==> config.mk <==
export PLATFORM = sky130hd
export DESIGN_NAME = tamper_backup_regs
export DESIGN_NICKNAME = d
export VERILOG_FILES = /design/src/rtl/tamper_pkg.sv /design/src/rtl/tamper_ctrl.sv /design/src/rtl/tamper_regfile.sv /design/src/rtl/tamper_backup_regs.sv
export SDC_FILE = /design/constraint.sdc
export NUM_CORES = 1
export LEC_CHECK = 0
export ABC_AREA = 1
export BUFFER_PORTS_ARGS = -buffer_cell sky130_fd_sc_hd__buf_4
export CORE_ASPECT_RATIO = 1.4
export CORE_MARGIN = 2
export CORE_UTILIZATION = 46
export DETAILED_ROUTE_END_ITERATION = 8
export GPL_TIMING_DRIVEN = 1
export HOLD_SLACK_MARGIN = 0.06
export SYNTH_ARGS = -nofsm -noshare
export SYNTH_HDL_FRONTEND = slang
export SYNTH_SLANG_ARGS = --single-unit
==> constraint.sdc <==
create_clock -name clk -period 2.1 [get_ports clk]
set_clock_uncertainty 0.05 [all_clocks]
set_input_delay 0.315 -clock clk [delete_from_list [all_inputs] [get_ports clk]]
set_output_delay 0.315 -clock clk [all_outputs]
set_load 0.01 [all_outputs]
==> src/rtl/tamper_pkg.sv <==
package tamper_pkg;
  localparam int CTRL_ADDR = 0;
  localparam int STAT_ADDR = 1;
  localparam int DATA_BASE = 2;

  typedef struct packed {
    logic clearAll;
    logic writeOk;
  } dpStrobe_t;
endpackage

==> src/rtl/tamper_ctrl.sv <==
module tamper_ctrl
  import tamper_pkg::*;
#(
  parameter int ADDR_W = 5,
  parameter int DATA_W = 16,
  parameter int SYNC_STAGES = 2
) (
  input  logic              clk,
  input  logic              rstN,
  input  logic [ADDR_W-1:0] busAddr,
  input  logic [DATA_W-1:0] busWdata,
  input  logic              busWrite,
  input  logic              tamperPin,
  output dpStrobe_t         strobe,
  output logic [DATA_W-1:0] ctrlRdata,
  output logic              tamperIrq
);
  localparam logic [ADDR_W-1:0] CTRL_A = ADDR_W'(CTRL_ADDR);
  localparam logic [ADDR_W-1:0] STAT_A = ADDR_W'(STAT_ADDR);

  logic [SYNC_STAGES-1:0] syncChain;
  logic pinSync, activeLvl, gatedLvl, prevGated, tamperEvent;
  logic tamperEn, polarity, irqEn;
  logic eventFlag, irqFlag, writeLock, sawOff;
  logic ctrlSel, statSel, clrEvt, clrIrq;

  // resynchronise the asynchronous pin
  always_ff @(posedge clk or negedge rstN) begin
    if (!rstN) syncChain <= '0;
    else       syncChain <= {syncChain[SYNC_STAGES-2:0], tamperPin};
  end
  assign pinSync = syncChain[SYNC_STAGES-1];

  // polarity first, then gate with enable, then edge detect
  assign activeLvl   = polarity ? ~pinSync : pinSync;
  assign gatedLvl    = activeLvl & tamperEn;
  assign tamperEvent = gatedLvl & ~prevGated;

  always_ff @(posedge clk or negedge rstN) begin
    if (!rstN) prevGated <= 1'b0;
    else       prevGated <= gatedLvl;
  end

  assign ctrlSel = busWrite && (busAddr == CTRL_A);
  assign statSel = busWrite && (busAddr == STAT_A);
  assign clrEvt  = statSel && busWdata[1];
  assign clrIrq  = statSel && busWdata[2];

  always_ff @(posedge clk or negedge rstN) begin
    if (!rstN) begin
      tamperEn <= 1'b0;
      polarity <= 1'b0;
      irqEn    <= 1'b0;
    end else begin
      if (ctrlSel) begin
        tamperEn <= busWdata[0];
        polarity <= busWdata[1];
      end
      if (statSel) irqEn <= busWdata[0];
    end
  end

  // sticky flags: a new event beats a clear in the same cycle
  always_ff @(posedge clk or negedge rstN) begin
    if (!rstN) begin
      eventFlag <= 1'b0;
      irqFlag   <= 1'b0;
    end else begin
      if (tamperEvent)  eventFlag <= 1'b1;
      else if (clrEvt)  eventFlag <= 1'b0;
      if (tamperEvent && irqEn) irqFlag <= 1'b1;
      else if (clrIrq)          irqFlag <= 1'b0;
    end
  end

  // write lock: set by an event, released only by enable off then on
  always_ff @(posedge clk or negedge rstN) begin
    if (!rstN) begin
      writeLock <= 1'b0;
      sawOff    <= 1'b0;
    end else if (tamperEvent) begin
      writeLock <= 1'b1;
      sawOff    <= 1'b0;
    end else if (writeLock) begin
      if (!tamperEn) sawOff <= 1'b1;
      else if (sawOff) begin
        writeLock <= 1'b0;
        sawOff    <= 1'b0;
      end
    end
  end

  assign strobe.clearAll = tamperEvent;
  assign strobe.writeOk  = ~writeLock;
  assign tamperIrq       = irqFlag;

  always_comb begin
    ctrlRdata = '0;
    if (busAddr == CTRL_A) begin
      ctrlRdata[0] = tamperEn;
      ctrlRdata[1] = polarity;
    end else if (busAddr == STAT_A) begin
      ctrlRdata[0] = irqEn;
      ctrlRdata[8] = eventFlag;
      ctrlRdata[9] = irqFlag;
    end
  end

  p_flag_sets_r2: assert property (@(posedge clk) disable iff (!rstN)
    tamperEvent |=> (eventFlag && writeLock));

  p_single_pulse_r5: assert property (@(posedge clk) disable iff (!rstN)
    tamperEvent |=> !tamperEvent);

  p_irq_needs_enable_r6: assert property (@(posedge clk) disable iff (!rstN)
    $rose(tamperIrq) |-> $past(irqEn));

  p_clear_flag_r7: assert property (@(posedge clk) disable iff (!rstN)
    (clrEvt && !tamperEvent) |=> !eventFlag);

  p_unlock_enabled_r8: assert property (@(posedge clk) disable iff (!rstN)
    $fell(writeLock) |-> tamperEn);
endmodule

==> src/rtl/tamper_regfile.sv <==
module tamper_regfile
  import tamper_pkg::*;
#(
  parameter int NUM_DATA = 10,
  parameter int DATA_W = 16,
  parameter int ADDR_W = 5
) (
  input  logic              clk,
  input  logic              rstN,
  input  logic [ADDR_W-1:0] busAddr,
  input  logic [DATA_W-1:0] busWdata,
  input  logic              busWrite,
  input  dpStrobe_t         strobe,
  output logic [DATA_W-1:0] dataRdata
);
  logic [NUM_DATA-1:0][DATA_W-1:0] dataMem;
  logic [NUM_DATA-1:0] hit;

  for (genvar i = 0; i < NUM_DATA; i++) begin : g_dec
    localparam logic [ADDR_W-1:0] MY_ADDR = ADDR_W'(DATA_BASE + i);
    assign hit[i] = (busAddr == MY_ADDR);
  end

  always_ff @(posedge clk or negedge rstN) begin
    if (!rstN) dataMem <= '0;
    else begin
      for (int i = 0; i < NUM_DATA; i++) begin
        if (strobe.clearAll)                         dataMem[i] <= '0;
        else if (strobe.writeOk && busWrite && hit[i]) dataMem[i] <= busWdata;
      end
    end
  end

  always_comb begin
    dataRdata = '0;
    for (int i = 0; i < NUM_DATA; i++)
      if (hit[i]) dataRdata = dataMem[i];
  end

  p_clear_on_event_r4: assert property (@(posedge clk) disable iff (!rstN)
    strobe.clearAll |=> (dataMem == '0));

  p_locked_hold_r8: assert property (@(posedge clk) disable iff (!rstN)
    (!strobe.writeOk && !strobe.clearAll) |=> $stable(dataMem));
endmodule

==> src/rtl/tamper_backup_regs.sv <==
module tamper_backup_regs
  import tamper_pkg::*;
#(
  parameter int NUM_DATA = 10,
  parameter int DATA_W = 16,
  parameter int ADDR_W = 5,
  parameter int SYNC_STAGES = 2
) (
  input  logic              clk,
  input  logic              rstN,
  input  logic [ADDR_W-1:0] busAddr,
  input  logic [DATA_W-1:0] busWdata,
  input  logic              busWrite,
  output logic [DATA_W-1:0] busRdata,
  input  logic              tamperPin,
  output logic              tamperIrq
);
  dpStrobe_t strobe;
  logic [DATA_W-1:0] ctrlRdata, dataRdata;

  tamper_ctrl #(.ADDR_W(ADDR_W), .DATA_W(DATA_W), .SYNC_STAGES(SYNC_STAGES)) u_ctrl (
    .clk(clk), .rstN(rstN), .busAddr(busAddr), .busWdata(busWdata),
    .busWrite(busWrite), .tamperPin(tamperPin), .strobe(strobe),
    .ctrlRdata(ctrlRdata), .tamperIrq(tamperIrq)
  );

  tamper_regfile #(.NUM_DATA(NUM_DATA), .DATA_W(DATA_W), .ADDR_W(ADDR_W)) u_regs (
    .clk(clk), .rstN(rstN), .busAddr(busAddr), .busWdata(busWdata),
    .busWrite(busWrite), .strobe(strobe), .dataRdata(dataRdata)
  );

  assign busRdata = ctrlRdata | dataRdata;
endmodule

# Word level (Yosys, flattened, before mapping)
# Index checks and enable logic that the tools add are counted.
dict set report classes {
  magnitude_cmp 0
  n_eq_ne 11
  div 0
  mux 47
  add_sub_neg 0
  shifts 0
  bitwise 6
  multipliers 0
  reduce_logical 30
}
# operator count
set ops {}
lappend ops {{$mux 16} 30}
lappend ops {{$reduce_bool 2->1} 13}
lappend ops {{$eq 5x3->1 const B} 4}
lappend ops {{$eq 5x4->1 const B} 4}
lappend ops {{$logic_and 1x1->1} 16}
lappend ops {{$or 10x16->16} 1}
lappend ops {{$mux 1} 15}
lappend ops {{$eq 5x2->1 const B} 2}
lappend ops {{$eq 5x1->1 const B} 1}
lappend ops {{$logic_not 5->1} 1}
lappend ops {{$mux 2} 2}
lappend ops {{$not 1->1} 3}
lappend ops {{$and 1x1->1} 2}
dict set report word_totals {
  mem_count 0
  input_bits 25
  mem_bits_ro 0
  mem_bits_rw 0
  latchBits 0
  wordCells 113
  regBits 170
  out_inout_bits 17
}

# Logic depth before layout (Yosys ltp)
dict set report logic_depth {
  ltp_word 12
  depth_mapped 11
}

# By module
# A second synthesis with hierarchy kept.
dict set report unflattened {
  hier_cells 993
  hier_area_um2 8202.9
}
# module seq_area_each_um2 cells_each n_inst area_each_um2
set modules_own_cells {}
lappend modules_own_cells {tamper_regfile 4003.8 874 1 7450.9}
lappend modules_own_cells {tamper_ctrl 250.2 71 1 571.8}
lappend modules_own_cells {tamper_backup_regs 0.0 48 1 180.2}

# Worst setup path before layout
# No wires, ideal clock.
dict set report synth_path {
  kind {input to output}
  startpoint {input busAddr[3]}
  endpoint {output busRdata[15]}
  arrival_ps 1244
  n_path_buf 1
  setup_slack_ps 491
  cell_stages 8
  path_cell_list {nor2_4 > nand2_2 > nor2_4 > buf_2 > nand2_1 > nand4_1 > nand2_1 > nand4_1}
}
dict set report synth_between {
  elab_chain_cells 12
}
# element line
set synth_lines {}
lappend synth_lines {{start, declared} tamper_backup_regs.sv:11} ;# input logic [ADDR_W-1:0] busAddr,
lappend synth_lines {{$eq 5x2->1} tamper_regfile.sv:21} ;# assign hit[i] = (busAddr == MY_ADDR);
lappend synth_lines {{$mux 16 (9 in series)} tamper_regfile.sv:37} ;# if (hit[i]) dataRdata = dataMem[i];
lappend synth_lines {{$mux 16 (*)} tamper_regfile.sv:37}
lappend synth_lines {{$or 10x16->16 (*)} tamper_backup_regs.sv:32} ;# assign busRdata = ctrlRdata | dataRdata;
lappend synth_lines {{end, declared} tamper_backup_regs.sv:14} ;# output logic [DATA_W-1:0] busRdata,
# Mark *: on every way between the ends. The rest lies on a longest branch, timed or not.

# Worst setup path in the final report
dict set report layout_path {
  startpoint {input busAddr[2]}
  endpoint {output busRdata[6]}
}
# Same word-level chain as after synthesis.

==> results.py <==
metrics = {
    "setup_path": {
        "crit_slowest_cell": "buf_4",
        "reg2reg_setup_slack_ps": 190,
        "arrival_ps": 1690,
        "worstSetupStartpoint": "busAddr[2]",
        "r2r_end": "u_regs.dataMem[108]$_DFFE_PN0P_",
        "worstPathMaxFanout": 11,
        "r2r.worst_path.cells": 8,
        "cp_cell_sequence": "buf_4, inv_2, nand3_2, inv_2, nand2_1, inv_2, buf_4, nand2_1, nand4_1, buf_4",
        "path_class": "input port to output pin",
        "cp_slowest_stage_delay_ps": 210,
        "worstSetupStartpointType": "input port",
        "worstSetupEndpointType": "output pin",
        "reg2reg_from": "u_ctrl.polarity$_DFFE_PN0P_",
        "crit_end": "busRdata[6]",
        "required_ps": 1740,
    },
    "power_and_ir_drop": {
        "fin_total_pwr_mw": 11.3,
        "switching_share_pct": 31.0,
        "p_leak_nw": 4.37,
        "internal-power_mw": 7.79,
        "seq_power_share_pct": 48.1,
        "pwr-share-comb_pct": 21.9,
        "ir_drop_uv": 707,
        "p_clk_share_pct": 30.0,
        "p_per_area_nw_per_um2": 1230,
        "p_switching_mw": 3.50,
    },
    "floorplanning": {
        "boundaryPins": 42,
        "start_util_pct": 46.5,
        "die_w_um": 113,
        "num_rows": 56,
        "core_um2": 16600,
        "die_area_um2": 17800,
        "die_h_um": 157,
    },
    "synth": {
        "synth_top_cell_by_area": "dfrtp_1",
        "yosys-top-cells-count": "nand2_1, dfrtp_1, o21ai_0",
        "syn_nets": 950,
        "synthArstFlopShare_pct": 100,
        "synth_edf_count": 0,
        "synth-seq-cells": 170,
        "synth_top_area_share_pct": 55.2,
        "netlist_top_cells_area": "dfrtp_1, nand2_1, o21ai_0",
        "ys_types": 27,
        "ys.warnings.count": 0,
        "syn_inst": 925,
        "synth-main-ff-cell": "dfrtp_1",
        "seq_area_frac_synth_pct": 55.2,
        "synthMostInstantiatedCell": "nand2_1",
        "synth_area_um2": 7710,
        "syn_area_per_cell_um2": 8.34,
    },
    "route": {
        "route.detailed.drc": 0,
        "route.vias.total": 6185,
        "viasPerCell": 5.19,
        "first_pass_iters": 5,
        "wl_um": 18400,
        "first_iter_violations": 425,
        "ant_nets": 0,
        "wl_per_cell_um": 15.4,
    },
    "clocking": {
        "clk_pin_slew_ps": 60,
        "cts_tree": "yes",
        "htree_num_levels": 4,
        "cts.sinks": 170,
        "numCtsBuffers": 17,
        "root_buffer": "clkbuf_16",
        "clock_latency_ps": 430,
        "cts_buffer_depth": 2,
    },
    "grt": {
        "grt_pass1_vias": 5861,
        "grt-ovfl-total": 0,
        "grt_use_total_pct": 22.0,
        "antenna_found_initial": 0,
        "grt_pass1_wl_um": 30700,
        "grt_start_max_net_pins": 47,
    },
    "timing": {
        "finalCritPeriodShare_pct": 98.0,
        "maxSlewViolCount": 0,
        "hold_ws_ps": 81.5,
        "hold_viol_final": 0,
        "rsz0062_at_grt": "true",
        "worst_pin_slew_ps": 576,
        "setup_viol": 0,
        "fin_crit_ps": 2060,
        "slew_headroom_pct": 61.6,
        "fmax_mhz": 486,
    },
    "finish": {
        "nets": 1001,
        "area_growth_pct": 18.9,
        "drive_gt1_share_pct": 17.8,
        "n_fill_cell": 1575,
        "multi_input_area_um2": 3010,
        "antennaDiodeCount": 0,
        "instances_no_fill": 1192,
        "regArea_um2": 4250,
        "stdcell_area_um2": 9170,
    },
    "place": {
        "dpl.hpwl_um": 12400,
        "gp_congestion": 0.789,
        "place_area_um2": 8430,
        "dp.cells": 1155,
        "io_buffers": 41,
    },
    "status": {
        "status": "finished, final reports clean",
    },
    "job": {
        "cap_viol_max_count": 0,
    },
    "worst_hold_path": {
        "hold_path.class": "input port to register",
    },
}
[power groups by stage]
stage	registers (mW)	clock network (mW)	logic (mW)
floorplan	5.29	0	1.81
global placement	5.44	0	2.38
detailed placement	5.45	0	2.46
CTS	5.42	3.44	2.47
global route	5.61	3.58	2.91
finish	5.43	3.39	2.47
[sequential cells by signal, summed over array words and instances (netlist names)]
signal / flops
u_ctrl.polarity: 1
u_ctrl.tamperEn: 1
u_ctrl.prevGated: 1
u_ctrl.syncChain: 2
u_ctrl.sawOff: 1
u_regs.dataMem: 160
u_ctrl.eventFlag: 1
u_ctrl.writeLock: 1
u_ctrl.tamperIrq: 1
u_ctrl.irqEn: 1
[layout make-up]
class	instances	share of cell area [%]
inverters	68	2.84
multi-input cells	639	32.9
flip-flops and latches	170	46.4
clock inverters	10	1.79
clock buffers	22	5.17
well taps	203	2.77
repair buffers	80	8.19
[worst max-delay path: cells and delay by family]
kind          cells  cell delay, ps
simple gates      4             530
buf+inv           6             850
[per-stage QoR]
step / utilization [%] / setup TNS (ps) / setup WS [ps]
after CTS: 54.7 / 0 / 5.99
after global placement: 50.7 / -4030 / -291
after floorplan: - / 0 / 491
after global routing: 55.2 / -50.9 / -28.1
after detailed placement: 50.7 / -3820 / -290
final: 55.2 / 0 / 42.5
[worst min-delay path by stage]
stage                      from                       endpoint  slack (ps)  cells past startpoint
finish              busWdata[0]       u_ctrl.irqEn$_DFFE_PN0P_          80                      3
global route        busWdata[0]       u_ctrl.irqEn$_DFFE_PN0P_          80                      3
CTS                 busWdata[0]       u_ctrl.irqEn$_DFFE_PN0P_          70                      3
detailed placement         rstN  u_ctrl.syncChain[0]$_DFF_PN0_         240                      1
global placement           rstN  u_ctrl.syncChain[0]$_DFF_PN0_         240                      1
floorplan                  rstN   u_ctrl.eventFlag$_DFFE_PN0P_         -30                      0
[cell usage in the layout (no fill, tap or decap), types with 2 or more instances in the layout]
master and instances:
nand2_1 304, dfrtp_1 170, o21ai_0 103, buf_4 65, nand4_1 59, inv_1 54, nor2_1 50, o21ai_1 49
clkbuf_16 17, o21ai_2 15, nand2_2 14, inv_2 12, nor2_2 11, buf_12 11, nand3_1 10, nor2_4 9
a21oi_1 6, bufinv_16 4, clkbuf_8 3, inv_4 2, clkinv_4 2, clkbuf_1 2, clkinv_2 2, dlygate4sd3_1 2
buf_6 2
[cell families after synthesis]
family	synth area share, %
AO/OA/AOI/OAI	12.6
AND/OR/NAND/NOR	25.6
flip-flops	55.2
buffers and inverters	6.50
multiplexers	0.146
[metal layers]
layer	track usage (%)	vias to the layer above	routed length [um]
li1	-	3115	-
met1	31.8	2940	9040
met2	34.2	113	8440
met3	4.04	17	724
met4	6.21	0	212
met5	0	-	0
[timing repair]
| item | 4_1_cts | 5_1_grt |
|---|---|---|
| resized for setup | 1 | 20 |
| endpoints found under the hold margin | 41 | 0 |
| buffers inserted | 0 | 3 |
| endpoints found under the setup margin | 15 | 16 |
| pin swaps | 0 | 9 |
| hold buffers | 2 | 0 |
No activity file was read; power rests on OpenSTA's default activity.
